--- config.mk ---
export PLATFORM = sky130hd
export DESIGN_NAME = snoop_bus_seq
export DESIGN_NICKNAME = d
export VERILOG_FILES = /design/src/rtl/snp_pkg.sv /design/src/rtl/snoop_wb_fifo.sv /design/src/rtl/snoop_hold_gate.sv /design/src/rtl/snoop_bus_seq.sv
export SDC_FILE = /design/constraint.sdc
export NUM_CORES = 1
export LEC_CHECK = 0
export ABC_AREA = 1
export BUFFER_PORTS_ARGS = -buffer_cell sky130_fd_sc_hd__buf_2
export CORE_ASPECT_RATIO = 1.2
export CORE_UTILIZATION = 35
export DETAILED_ROUTE_END_ITERATION = 7
export GPL_ROUTABILITY_DRIVEN = 0
export PLACE_DENSITY = 0.65
export SETUP_SLACK_MARGIN = 0.02
export SLEW_MARGIN = 20
export SYNTH_ARGS = -nofsm -noshare
export SYNTH_HDL_FRONTEND = slang
export SYNTH_SLANG_ARGS = --single-unit
--- constraint.sdc ---
create_clock -name clk_i -period 3.3 [get_ports clk_i]
set_clock_uncertainty 0.1 [all_clocks]
set_input_delay 0.165 -clock clk_i [delete_from_list [all_inputs] [get_ports clk_i]]
set_output_delay 0.165 -clock clk_i [all_outputs]
set_load 0.1 [all_outputs]
--- src/rtl/snp_pkg.sv ---
package snp_pkg;

   typedef enum logic [1:0] {
      CYC_SINGLE = 2'd0,
      CYC_BURST  = 2'd1,
      CYC_FETCH  = 2'd2
   } cyc_kind_e;

   typedef enum logic [2:0] {
      BUS_IDLE,
      BUS_ADDR,
      BUS_DATA,
      BUS_BACKOFF,
      BUS_GRANTED
   } bus_state_e;

endpackage

--- src/rtl/snoop_wb_fifo.sv ---
module snoop_wb_fifo #(
   parameter int AW    = 16,
   parameter int DEPTH = 2
) (
   input  logic          clk_i,
   input  logic          rst_ni,
   input  logic          push_i,
   input  logic [AW-1:0] addr_i,
   input  logic          pop_i,
   output logic          empty_o,
   output logic [AW-1:0] head_o
);

   if (DEPTH < 1) begin : g_bad_depth
      $error("snoop_wb_fifo: DEPTH must be at least 1");
   end
   if (AW < 1) begin : g_bad_aw
      $error("snoop_wb_fifo: AW must be at least 1");
   end

   if (DEPTH == 1) begin : g_single
      logic          valid_q;
      logic [AW-1:0] data_q;

      always_ff @(posedge clk_i or negedge rst_ni) begin
         if (!rst_ni) begin
            valid_q <= 1'b0;
            data_q  <= '0;
         end else begin
            if (pop_i) valid_q <= 1'b0;
            if (push_i && (!valid_q || pop_i)) begin
               valid_q <= 1'b1;
               data_q  <= addr_i;
            end
         end
      end

      assign empty_o = !valid_q;
      assign head_o  = data_q;
   end else begin : g_ring
      localparam int PW = $clog2(DEPTH);
      localparam int CW = $clog2(DEPTH + 1);

      logic [AW-1:0] mem_q [DEPTH];
      logic [PW-1:0] wr_q, rd_q;
      logic [CW-1:0] cnt_q;
      logic          full, do_push, do_pop;

      assign full    = (cnt_q == CW'(DEPTH));
      assign do_pop  = pop_i && (cnt_q != '0);
      assign do_push = push_i && (!full || do_pop);

      always_ff @(posedge clk_i or negedge rst_ni) begin
         if (!rst_ni) begin
            wr_q  <= '0;
            rd_q  <= '0;
            cnt_q <= '0;
         end else begin
            if (do_push) wr_q <= (wr_q == PW'(DEPTH - 1)) ? '0 : wr_q + 1'b1;
            if (do_pop)  rd_q <= (rd_q == PW'(DEPTH - 1)) ? '0 : rd_q + 1'b1;
            if (do_push && !do_pop)      cnt_q <= cnt_q + 1'b1;
            else if (do_pop && !do_push) cnt_q <= cnt_q - 1'b1;
         end
      end

      always_ff @(posedge clk_i) begin
         if (do_push) mem_q[wr_q] <= addr_i;
      end

      assign empty_o = (cnt_q == '0);
      assign head_o  = mem_q[rd_q];
   end

   // the sequencer retires a write-back only when one is queued
   assert_pop_nonempty_R4: assert property (@(posedge clk_i) disable iff (!rst_ni)
      pop_i |-> !empty_o);

endmodule

--- src/rtl/snoop_hold_gate.sv ---
module snoop_hold_gate
   import snp_pkg::*;
#(
   parameter bit EARLY_FETCH_GRANT = 1'b1
) (
   input  logic      cpu_busy_i,
   input  logic      cpu_started_i,
   input  cyc_kind_e kind_i,
   output logic      ok_o
);

   if (EARLY_FETCH_GRANT) begin : g_fetch_split
      // An uncached code fetch may yield the bus at any of its split points.
      assign ok_o = !(cpu_busy_i && cpu_started_i) || (kind_i == CYC_FETCH);
   end else begin : g_strict
      assign ok_o = !(cpu_busy_i && cpu_started_i);
   end

endmodule

--- src/rtl/snoop_bus_seq.sv ---
module snoop_bus_seq
   import snp_pkg::*;
#(
   parameter int AW                = 16,
   parameter int BL                = 4,
   parameter int NB                = 2,
   parameter int WBQ_DEPTH         = 2,
   parameter bit EARLY_FETCH_GRANT = 1'b1
) (
   input  logic          clk_i,
   input  logic          rst_ni,
   input  logic          ahold_i,
   input  logic          boff_i,
   input  logic          hold_i,
   input  logic          rdy_i,
   input  logic          brdy_i,
   input  logic          req_valid_i,
   input  logic [1:0]    req_kind_i,
   input  logic [AW-1:0] req_addr_i,
   input  logic          swb_req_i,
   input  logic [AW-1:0] swb_addr_i,
   output logic          ads_o,
   output logic          ads_wb_o,
   output logic [AW-1:0] addr_o,
   output logic          hlda_o,
   output logic          addr_float_o,
   output logic          grant_o,
   output logic          done_o
);

   localparam int BW = $clog2(BL + 1);
   localparam int XW = $clog2(NB + 1);

   if (BL < 2) begin : g_bad_bl
      $error("snoop_bus_seq: BL must be at least 2");
   end
   if (NB < 1) begin : g_bad_nb
      $error("snoop_bus_seq: NB must be at least 1");
   end

   bus_state_e    state_q;
   logic          owner_wb_q;
   logic          cpu_busy_q;
   cyc_kind_e     cpu_kind_q;
   logic [AW-1:0] cpu_addr_q;
   logic [AW-1:0] bus_addr_q;
   logic [XW-1:0] xfer_left_q;
   logic [BW-1:0] beat_left_q;
   logic          grant_q, done_q;

   logic          q_empty;
   logic [AW-1:0] q_head;
   logic          wb_finish;
   logic          hold_ok;
   logic          cpu_started;
   logic          last_beat;

   assign last_beat   = (beat_left_q == BW'(1));
   assign cpu_started = (xfer_left_q != XW'(NB));
   assign wb_finish   = (state_q == BUS_DATA) && owner_wb_q && !boff_i && brdy_i && last_beat;

   snoop_wb_fifo #(
      .AW   (AW),
      .DEPTH(WBQ_DEPTH)
   ) u_wbq (
      .clk_i  (clk_i),
      .rst_ni (rst_ni),
      .push_i (swb_req_i),
      .addr_i (swb_addr_i),
      .pop_i  (wb_finish),
      .empty_o(q_empty),
      .head_o (q_head)
   );

   snoop_hold_gate #(
      .EARLY_FETCH_GRANT(EARLY_FETCH_GRANT)
   ) u_hold (
      .cpu_busy_i   (cpu_busy_q),
      .cpu_started_i(cpu_started),
      .kind_i       (cpu_kind_q),
      .ok_o         (hold_ok)
   );

   always_ff @(posedge clk_i or negedge rst_ni) begin
      if (!rst_ni) begin
         state_q     <= BUS_IDLE;
         owner_wb_q  <= 1'b0;
         cpu_busy_q  <= 1'b0;
         cpu_kind_q  <= CYC_SINGLE;
         cpu_addr_q  <= '0;
         bus_addr_q  <= '0;
         xfer_left_q <= '0;
         beat_left_q <= '0;
         grant_q     <= 1'b0;
         done_q      <= 1'b0;
      end else begin
         grant_q <= 1'b0;
         done_q  <= 1'b0;
         if (boff_i && state_q != BUS_GRANTED) begin
            // Back-off stops the bus at once; a halted cycle restarts from its strobe.
            state_q <= BUS_BACKOFF;
         end else begin
            unique case (state_q)
               BUS_IDLE: begin
                  if (hold_i && hold_ok) begin
                     state_q <= BUS_GRANTED;
                  end else if (!q_empty) begin
                     state_q     <= BUS_ADDR;
                     owner_wb_q  <= 1'b1;
                     bus_addr_q  <= q_head;
                     beat_left_q <= BW'(BL);
                  end else if (!ahold_i) begin
                     if (cpu_busy_q) begin
                        state_q     <= BUS_ADDR;
                        owner_wb_q  <= 1'b0;
                        bus_addr_q  <= cpu_addr_q;
                        beat_left_q <= BW'(BL);
                     end else if (req_valid_i) begin
                        state_q     <= BUS_ADDR;
                        owner_wb_q  <= 1'b0;
                        grant_q     <= 1'b1;
                        cpu_busy_q  <= 1'b1;
                        cpu_kind_q  <= cyc_kind_e'(req_kind_i);
                        cpu_addr_q  <= req_addr_i;
                        bus_addr_q  <= req_addr_i;
                        xfer_left_q <= XW'(NB);
                        beat_left_q <= BW'(BL);
                     end
                  end
               end
               BUS_ADDR: state_q <= BUS_DATA;
               BUS_DATA: begin
                  if (owner_wb_q) begin
                     if (brdy_i) begin
                        if (last_beat) state_q <= BUS_IDLE;
                        else beat_left_q <= beat_left_q - 1'b1;
                     end
                  end else if (cpu_kind_q == CYC_BURST) begin
                     if (brdy_i) begin
                        if (last_beat) begin
                           state_q    <= BUS_IDLE;
                           cpu_busy_q <= 1'b0;
                           done_q     <= 1'b1;
                        end else begin
                           beat_left_q <= beat_left_q - 1'b1;
                        end
                     end
                  end else if (rdy_i) begin
                     // Each ready ends one transfer; the cycle may be split here.
                     state_q <= BUS_IDLE;
                     if (xfer_left_q == XW'(1)) begin
                        cpu_busy_q <= 1'b0;
                        done_q     <= 1'b1;
                     end else begin
                        xfer_left_q <= xfer_left_q - 1'b1;
                     end
                  end
               end
               BUS_BACKOFF: state_q <= BUS_IDLE;
               BUS_GRANTED: if (!hold_i) state_q <= BUS_IDLE;
               default:     state_q <= BUS_IDLE;
            endcase
         end
      end
   end

   assign ads_o        = (state_q == BUS_ADDR);
   assign ads_wb_o     = ads_o && owner_wb_q;
   assign addr_o       = bus_addr_q;
   assign hlda_o       = (state_q == BUS_GRANTED);
   assign addr_float_o = ahold_i || (state_q == BUS_BACKOFF) || (state_q == BUS_GRANTED);
   assign grant_o      = grant_q;
   assign done_o       = done_q;

   // a strobe decided under address hold must belong to a write-back
   assert_ahold_wb_only_R2: assert property (@(posedge clk_i) disable iff (!rst_ni)
      (ads_o && $past(ahold_i)) |-> ads_wb_o);

   // back-off silences the strobe and floats the address one clock later
   assert_boff_halt_R5: assert property (@(posedge clk_i) disable iff (!rst_ni)
      $past(boff_i) |-> (!ads_o && addr_float_o));

   // acknowledge drops the clock after hold is withdrawn
   assert_hlda_release_R7: assert property (@(posedge clk_i) disable iff (!rst_ni)
      ($past(hlda_o) && !$past(hold_i)) |-> !hlda_o);

   // a grant pulse answers a pending request only
   assert_grant_req_R9: assert property (@(posedge clk_i) disable iff (!rst_ni)
      grant_o |-> $past(req_valid_i));

   // no strobe may be driven while the bus is handed over
   assert_no_ads_hlda_R7: assert property (@(posedge clk_i) disable iff (!rst_ni)
      ($past(hlda_o) && $past(hold_i)) |-> !ads_o);

endmodule

==> results of run 1 <==
per-stage QoR:
stage | power [mW] | util (%) | area, µm²
floorplan | 3.20 | - | 4080
finish | 4.60 | 45.8 | 5120
global route | 4.85 | 45.8 | 5120
global placement | 3.59 | 40.2 | 4500
CTS | 4.63 | 45.8 | 5120
detailed placement | 3.64 | 40.2 | 4500
routing by layer:
metal | track usage, % | up-vias | wire (µm)
li1 | - | 1632 | -
met1 | 20.5 | 1505 | 4060
met2 | 27.7 | 82 | 4820
met3 | 2.08 | 21 | 331
met4 | 10.7 | 0 | 271
met5 | 0 | - | 0
cells in the mapped netlist, drive strengths merged:
| library cell | number | area [µm²] |
|---|---|---|
| o21ai | 64 | 369 |
| buf | 9 | 114 |
| ha | 5 | 62.6 |
| a21oi | 21 | 105 |
| nand3 | 19 | 113 |
| nor2 | 39 | 220 |
| o22ai | 8 | 50.1 |
| edfxtp | 32 | 961 |
| o211ai | 1 | 7.51 |
| xnor2 | 2 | 17.5 |
| nor3 | 3 | 15.0 |
| o221ai | 1 | 8.76 |
| or2 | 2 | 15.0 |
| nand4 | 5 | 43.8 |
| inv | 38 | 150 |
| clkbuf | 5 | 18.8 |
| nor4 | 1 | 6.26 |
| xor2 | 2 | 17.5 |
| dfrtp | 50 | 1250 |
| nand2 | 122 | 528 |
worst paths after layout:
| path | to | slack, ps |
|---|---|---|
| worst max-delay path | u_wbq.g_ring.mem_q[0][3]$_DFFE_PP_ | 1030 |
| worst min-delay path | u_wbq.g_ring.wr_q$_DFFE_PN0N_ | 20 |
| worst max register to register | u_wbq.g_ring.mem_q[0][3]$_DFFE_PP_ | 1030 |
| worst min register to register | u_wbq.g_ring.wr_q$_DFFE_PN0N_ | 380 |
| max in group asynchronous | addr_o[11]$_DFFE_PN0P_ | 2040 |
| min in group asynchronous | cpu_addr_q[3]$_DFFE_PN0P_ | 300 |
power groups by stage:
stage                     Combinational [mW]  Clock [mW]  Sequential (mW)
after floorplan                        0.990           0             2.21
after global routing                    2.22        1.00             1.62
after CTS                               2.07       0.969             1.59
after detailed placement                2.03           0             1.60
after global placement                  2.00           0             1.59
final                                   2.06       0.952             1.58
worst min-delay path, cell delays in order:
cell and delay, ps:
buf_2 100, nand3_1 90, nand2_1 70
cells by family (layout without fill, tap and decap cells):
family / after synthesis / count (layout) / synth area share [%]
xor+xnor: 4 / 4 / 0.860
flops: 82 / 82 / 54.3
simple gates: 191 / 191 / 23.1
compound gates: 95 / 95 / 13.3
buf+inv: 52 / 157 / 6.94
fa+ha+maj: 5 / 5 / 1.54
state kept, by name, summed over array words and instances, names as in the netlist:
| name | cells |
|---|---|
| u_wbq.g_ring.mem_q | 32 |
| addr_o | 16 |
| cpu_addr_q | 16 |
| beat_left_q | 3 |
| state_q | 3 |
| cpu_kind_q | 2 |
| u_wbq.g_ring.cnt_q | 2 |
| xfer_left_q | 2 |
| cpu_busy_q | 1 |
| done_o | 1 |
| grant_o | 1 |
| owner_wb_q | 1 |
| u_wbq.g_ring.rd_q | 1 |
| u_wbq.g_ring.wr_q | 1 |
final cells by class:
type | instances | area [µm²] | area share (%)
Clock buffer | 11 | 233 | 4.54
Clock inverter | 4 | 43.8 | 0.854
Multi-Input combinational cell | 295 | 1590 | 30.9
Tap cell | 154 | 193 | 3.76
Sequential cell | 82 | 2210 | 43.2
Timing Repair Buffer | 104 | 708 | 13.8
Inverter | 38 | 150 | 2.93
timing repair:
action | 4_1_cts | 5_1_grt
endpoints found under the setup margin | 0 | 0
hold endpoints to repair | 79 | 0
hold buffers | 35 | 0
==> flow_metrics.env, run 1 <==
export IMPL_worst_pin_slew_ps=666
export IMPL_wl_mm=9.48
export IMPL_grt_pass1_wl_mm=15.4
export IMPL_num_vias=3240
export IMPL_crit_family="simple AND/OR/NAND/NOR gates"
export IMPL_hold_path_class="in -> reg"
export IMPL_crit_chain="inv_2 > nand2_2 > nor2_4 > nand4_2 > nand2_1 > nand3_1 > inv_1"
export IMPL_fp_dieH_um=120
export IMPL_ant_nets=0
export IMPL_cts_sinks=82
export IMPL_ir_drop_v=0.000393
export IMPL_rsz0062_at_grt="false"
export IMPL_place_ws_ps=1050
export IMPL_power_density_nw_per_um2=897
export IMPL_die_w_um=100
export IMPL_cp_startpoint="state_q[2]$_DFFE_PN0P_"
export IMPL_fin_cells=688
export IMPL_die_area_um2=12100
export IMPL_path_buf_inv=2
export IMPL_critical_path_cell_count=7
export IMPL_post_cts_resized=0
export IMPL_initial_core_util_pct=36.4
export IMPL_timing_final_ws_setup_ps=1030
export IMPL_port_buffers=64
export IMPL_relSlewSlack_pct=55.6
export IMPL_final_common_cell="nand2_1"
export IMPL_hold_viol_final=0
export IMPL_status="completed"
export IMPL_synth_seq_area_share_pct=54.3
export IMPL_first_global_vias=3260
export IMPL_start_kind="flop"
export IMPL_drt_iter0_drc=225
export IMPL_whs_ps=18.5
export IMPL_fin_setup_tns_ps=0
export IMPL_switching_share_pct=46.3
export IMPL_cp_max_fo=16
export IMPL_finalMaxSlewViolations=0
export IMPL_drc=0
export IMPL_pwr_share_clk_pct=20.7
export IMPL_ys_ff_latch=82
export IMPL_clock_latency_ps=330
export IMPL_cp_required_ps=3170
export IMPL_fillers=1065
export IMPL_power_frac_seq_pct=34.4
export IMPL_htree_levels=3
export IMPL_p_leak_nw=2.38
export IMPL_p_comb_share_pct=44.9
export IMPL_synth_net_count=477
export IMPL_core_rowCount=42
export IMPL_hp_start="swb_req_i"
export IMPL_syn_area_per_cell_um2=9.50
export IMPL_dp_cells=638
export IMPL_arrival_ps=2130
export IMPL_switching_power_mw=2.13
export IMPL_cpPeakStageDelay_ps=480
export IMPL_clk_path_buf_depth=2
export IMPL_synthCells=429
export IMPL_criticalPathCategory="reg -> reg"
export IMPL_fin_crit_sh_pct=68.7
export IMPL_cts_tree="built"
export IMPL_core_area_um2=11200
export IMPL_final_cell_mix="nand2_1 (106), buf_2 (64), dfrtp_1 (50)"
export IMPL_grtUsageTotal_pct=16.7
export IMPL_overflow=0
export IMPL_setup_violations=0
export IMPL_period_minus_slack_ps=2270
export IMPL_maxCapViolations=0
export IMPL_yosysWarnings=0
export IMPL_cts_made_buffers=9
export IMPL_viasPerCell=4.71
export IMPL_syn_area_um2=4070
export IMPL_worst_path_max_delay_cell="dfrtp_1"
export IMPL_internal_power_mw=2.47
export IMPL_nets=578
export IMPL_fmax_ghz=0.441
export IMPL_grt_max_degree=31
export IMPL_end_kind="flop"
export IMPL_ctsRootBufferMaster="clkbuf_16"
export IMPL_path_clk_slew_ps=60
export IMPL_ios=65
export IMPL_final_layout_size_suffix_gt1_share_pct=24.7
export IMPL_avgRoutedWirePerCell_um=13.8
export IMPL_hpwl_mm=6.78
export IMPL_yosysUniqueCellTypes=37
export IMPL_worst_r2r_cell_count=7
export IMPL_n_antenna_cell=0
export IMPL_hold_depth=3
export IMPL_r2r_start="state_q[2]$_DFFE_PN0P_"
export IMPL_cts_setup_buffers=0
export IMPL_firstDrtPassIters=4
export IMPL_syn2layout_area_growth_pct=25.8
export IMPL_antenna_found_initial=0
(Power assumes the default switching activity.)
==> run 2, diff against run 1 <==
PLACE_DENSITY = 0.67   (was 0.65)
clock period = 2 ns   (was 3.3 ns; I/O delays follow)
==> run 2 against run 1 <==
Effect of this change:
- sequential power grew 64%
- total power is 71% higher
- wire length up 3.3%
- combinational power rose by 77%
- critical endpoint is now u_wbq.g_ring.cnt_q[1]$_DFFE_PN0P_
- setup slack got worse by 940 ps
- non-clock buffer count rose by 9
- sequential share of layout area down 1.6 points
==> flow_metrics.env, run 2 (synthesis gave the netlist of run 1 again) <==
export IMPL_status="completed"
export IMPL_syn2layout_area_growth_pct=30.7
export IMPL_worst_path_max_delay_cell="dfrtp_1"
export IMPL_finalMaxSlewViolations=0
export IMPL_r2r_start="beat_left_q[1]$_DFFE_PN0P_"
export IMPL_core_area_um2=11200
export IMPL_rsz0062_at_grt="true"
export IMPL_hp_start="hold_i"
export IMPL_grt_use_met2_pct=28.3
export IMPL_core_rowCount=42
export IMPL_ios=65
export IMPL_setup_violations=0
export IMPL_hold_viol_final=0
export IMPL_wl_mm=9.80
export IMPL_hpwl_mm=6.74
export IMPL_overflow=0
export IMPL_n_antenna_cell=0
export IMPL_cp_startpoint="beat_left_q[1]$_DFFE_PN0P_"
export IMPL_antenna_found_initial=0
export IMPL_power_density_nw_per_um2=1480
export IMPL_largest_reg_flops=32
export IMPL_htree_levels=3
export IMPL_num_vias=3377
export IMPL_maxCapViolations=0
export IMPL_max_flop_register="u_wbq.g_ring.mem_q"
export IMPL_worst_pin_slew_ps=603
export IMPL_dpl_cell_area_um2=4620
export IMPL_port_buffers=64
export IMPL_final_cell_mix="nand2_1 (105), buf_2 (61), dfrtp_1 (49)"
export IMPL_top_usage_layer="met2"
export IMPL_end_kind="flop"
export IMPL_cp_max_fo=2
export IMPL_arrival_ps=2030
export IMPL_final_common_cell="nand2_1"
export IMPL_cts_tree="built"
export IMPL_avgRoutedWirePerCell_um=14.0
export IMPL_hold_path_class="in -> reg"
export IMPL_dp_cells=645
export IMPL_met3_usage_pct=4.57
export IMPL_viasPerCell=4.84
export IMPL_path_clk_slew_ps=60
export IMPL_criticalPathCategory="reg -> reg"
export IMPL_start_kind="flop"
export IMPL_cts_made_buffers=9
export IMPL_grt_util_met1_pct=20.0
export IMPL_fin_crit_sh_pct=95.4
export IMPL_firstDrtPassIters=5
export IMPL_fmax_ghz=0.524
export IMPL_first_global_vias=3312
export IMPL_finalInstanceArea_um2=5320
export IMPL_nets=587
export IMPL_drc=0
export IMPL_grt_max_degree=51
export IMPL_crit_chain="inv_1 > ha_2 > nand3_2 > inv_2 > nand4_4 > nand2_2 > nand2_1 > inv_2 > ha_4 > a21oi_2 > o21ai_1 > xor2_1"
export IMPL_ir_drop_v=0.000605
export IMPL_grtUsageTotal_pct=17.4
export IMPL_cp_required_ps=2120
export IMPL_die_area_um2=12100
export IMPL_relSlewSlack_pct=59.8
export IMPL_final_layout_size_suffix_gt1_share_pct=28.3
export IMPL_cpPeakStageDelay_ps=370
export IMPL_crit_family="adder cells"
export IMPL_die_w_um=100
export IMPL_path_buf_inv=3
export IMPL_initial_core_util_pct=36.4
export IMPL_ctsRootBufferMaster="clkbuf_16"
export IMPL_crit_top_cell="inv_2"
export IMPL_p_leak_nw=2.45
export IMPL_clock_latency_ps=340
export IMPL_clk_path_buf_depth=2
export IMPL_grt_pass1_wl_mm=15.8
export IMPL_ant_nets=0
export IMPL_fp_dieH_um=120
export IMPL_cts_sinks=82
export IMPL_period_minus_slack_ps=1910
export IMPL_drt_iter0_drc=222
export IMPL_fin_cells=698
==> run 2: changes by cell type in the layout (fill, tap and decap cells not counted), sizes merged <==
cell,change
buf,+5
clkbuf,+1
clkinv,+2
dlygate4sd3,+1
inv,+1
==> run 2: worst register-to-register path, cell delays in order (launching register included) <==
cell and delay (ps):
dfrtp_1 370, inv_1 80, ha_2 190, nand3_2 100, inv_2 90, nand4_4 100
nand2_2 80, nand2_1 70, inv_2 70, ha_4 200, a21oi_2 100, o21ai_1 90
xor2_1 140
==> run 2: area by class of cell <==
class / count / area, µm²
repair buffers: 113 / 823
inverters: 38 / 155
flip-flops and latches: 82 / 2210
fillers: 1047 / 5870
clock inverters: 7 / 67.6
clock buffers: 9 / 225
well taps: 154 / 193
multi-input cells: 295 / 1650
==> run 2: per-stage QoR <==
step	worst slack, ps	TNS, ps	util (%)	hold slack [ps]	power, mW
3_5_place_dp	3.96	0	41.3	17.2	6.13
6_report	92.2	0	47.6	33.6	7.86
2_1_floorplan	-330	-608	-	-296	5.31
5_1_grt	-37.4	-37.4	47.6	48.1	8.32
4_1_cts	29.8	0	47.1	21.6	7.83
3_3_place_gp	75.3	0	41.3	11.4	6.04
==> run 2: what timing repair did <==
item / 4_1_cts / 5_1_grt
pin swaps: 0 / 1
gates resized for setup: 2 / 11
setup buffers: 0 / 1
hold endpoints to repair: 101 / 0
hold buffers: 36 / 0
setup endpoints to repair: 1 / 24
==> run 2: per-layer routing <==
metal / share of wire, % / wire (µm) / up-vias
met3: 6.2 / 605 / 30
met5: 0 / 0 / -
met4: 3.2 / 317 / 0
met1: 39 / 3830 / 1558
li1: - / - / 1650
met2: 51 / 5040 / 139
==> run 2: path summary, 6_finish.rpt <==
check,cells past startpoint,endpoint,slack (ps)
setup / recovery,12,u_wbq.g_ring.cnt_q[1]$_DFFE_PN0P_,90
max in group asynchronous,3,state_q[2]$_DFFE_PN0P_,1360
min in group asynchronous,3,cpu_addr_q[4]$_DFFE_PN0P_,180
setup reg to reg,12,u_wbq.g_ring.cnt_q[1]$_DFFE_PN0P_,90
hold reg to reg,2,u_wbq.g_ring.wr_q$_DFFE_PN0N_,370
hold / removal,3,state_q[2]$_DFFE_PN0P_,30
==> run 2: power breakdown <==
group          total [mW]  leakage [nW]  switching, mW  internal, mW
registers            2.59         0.889          0.284          2.30
clock network        1.62         0.149          0.658         0.963
logic                3.65          1.41           2.71         0.940
total                7.86          2.45           3.65          4.21
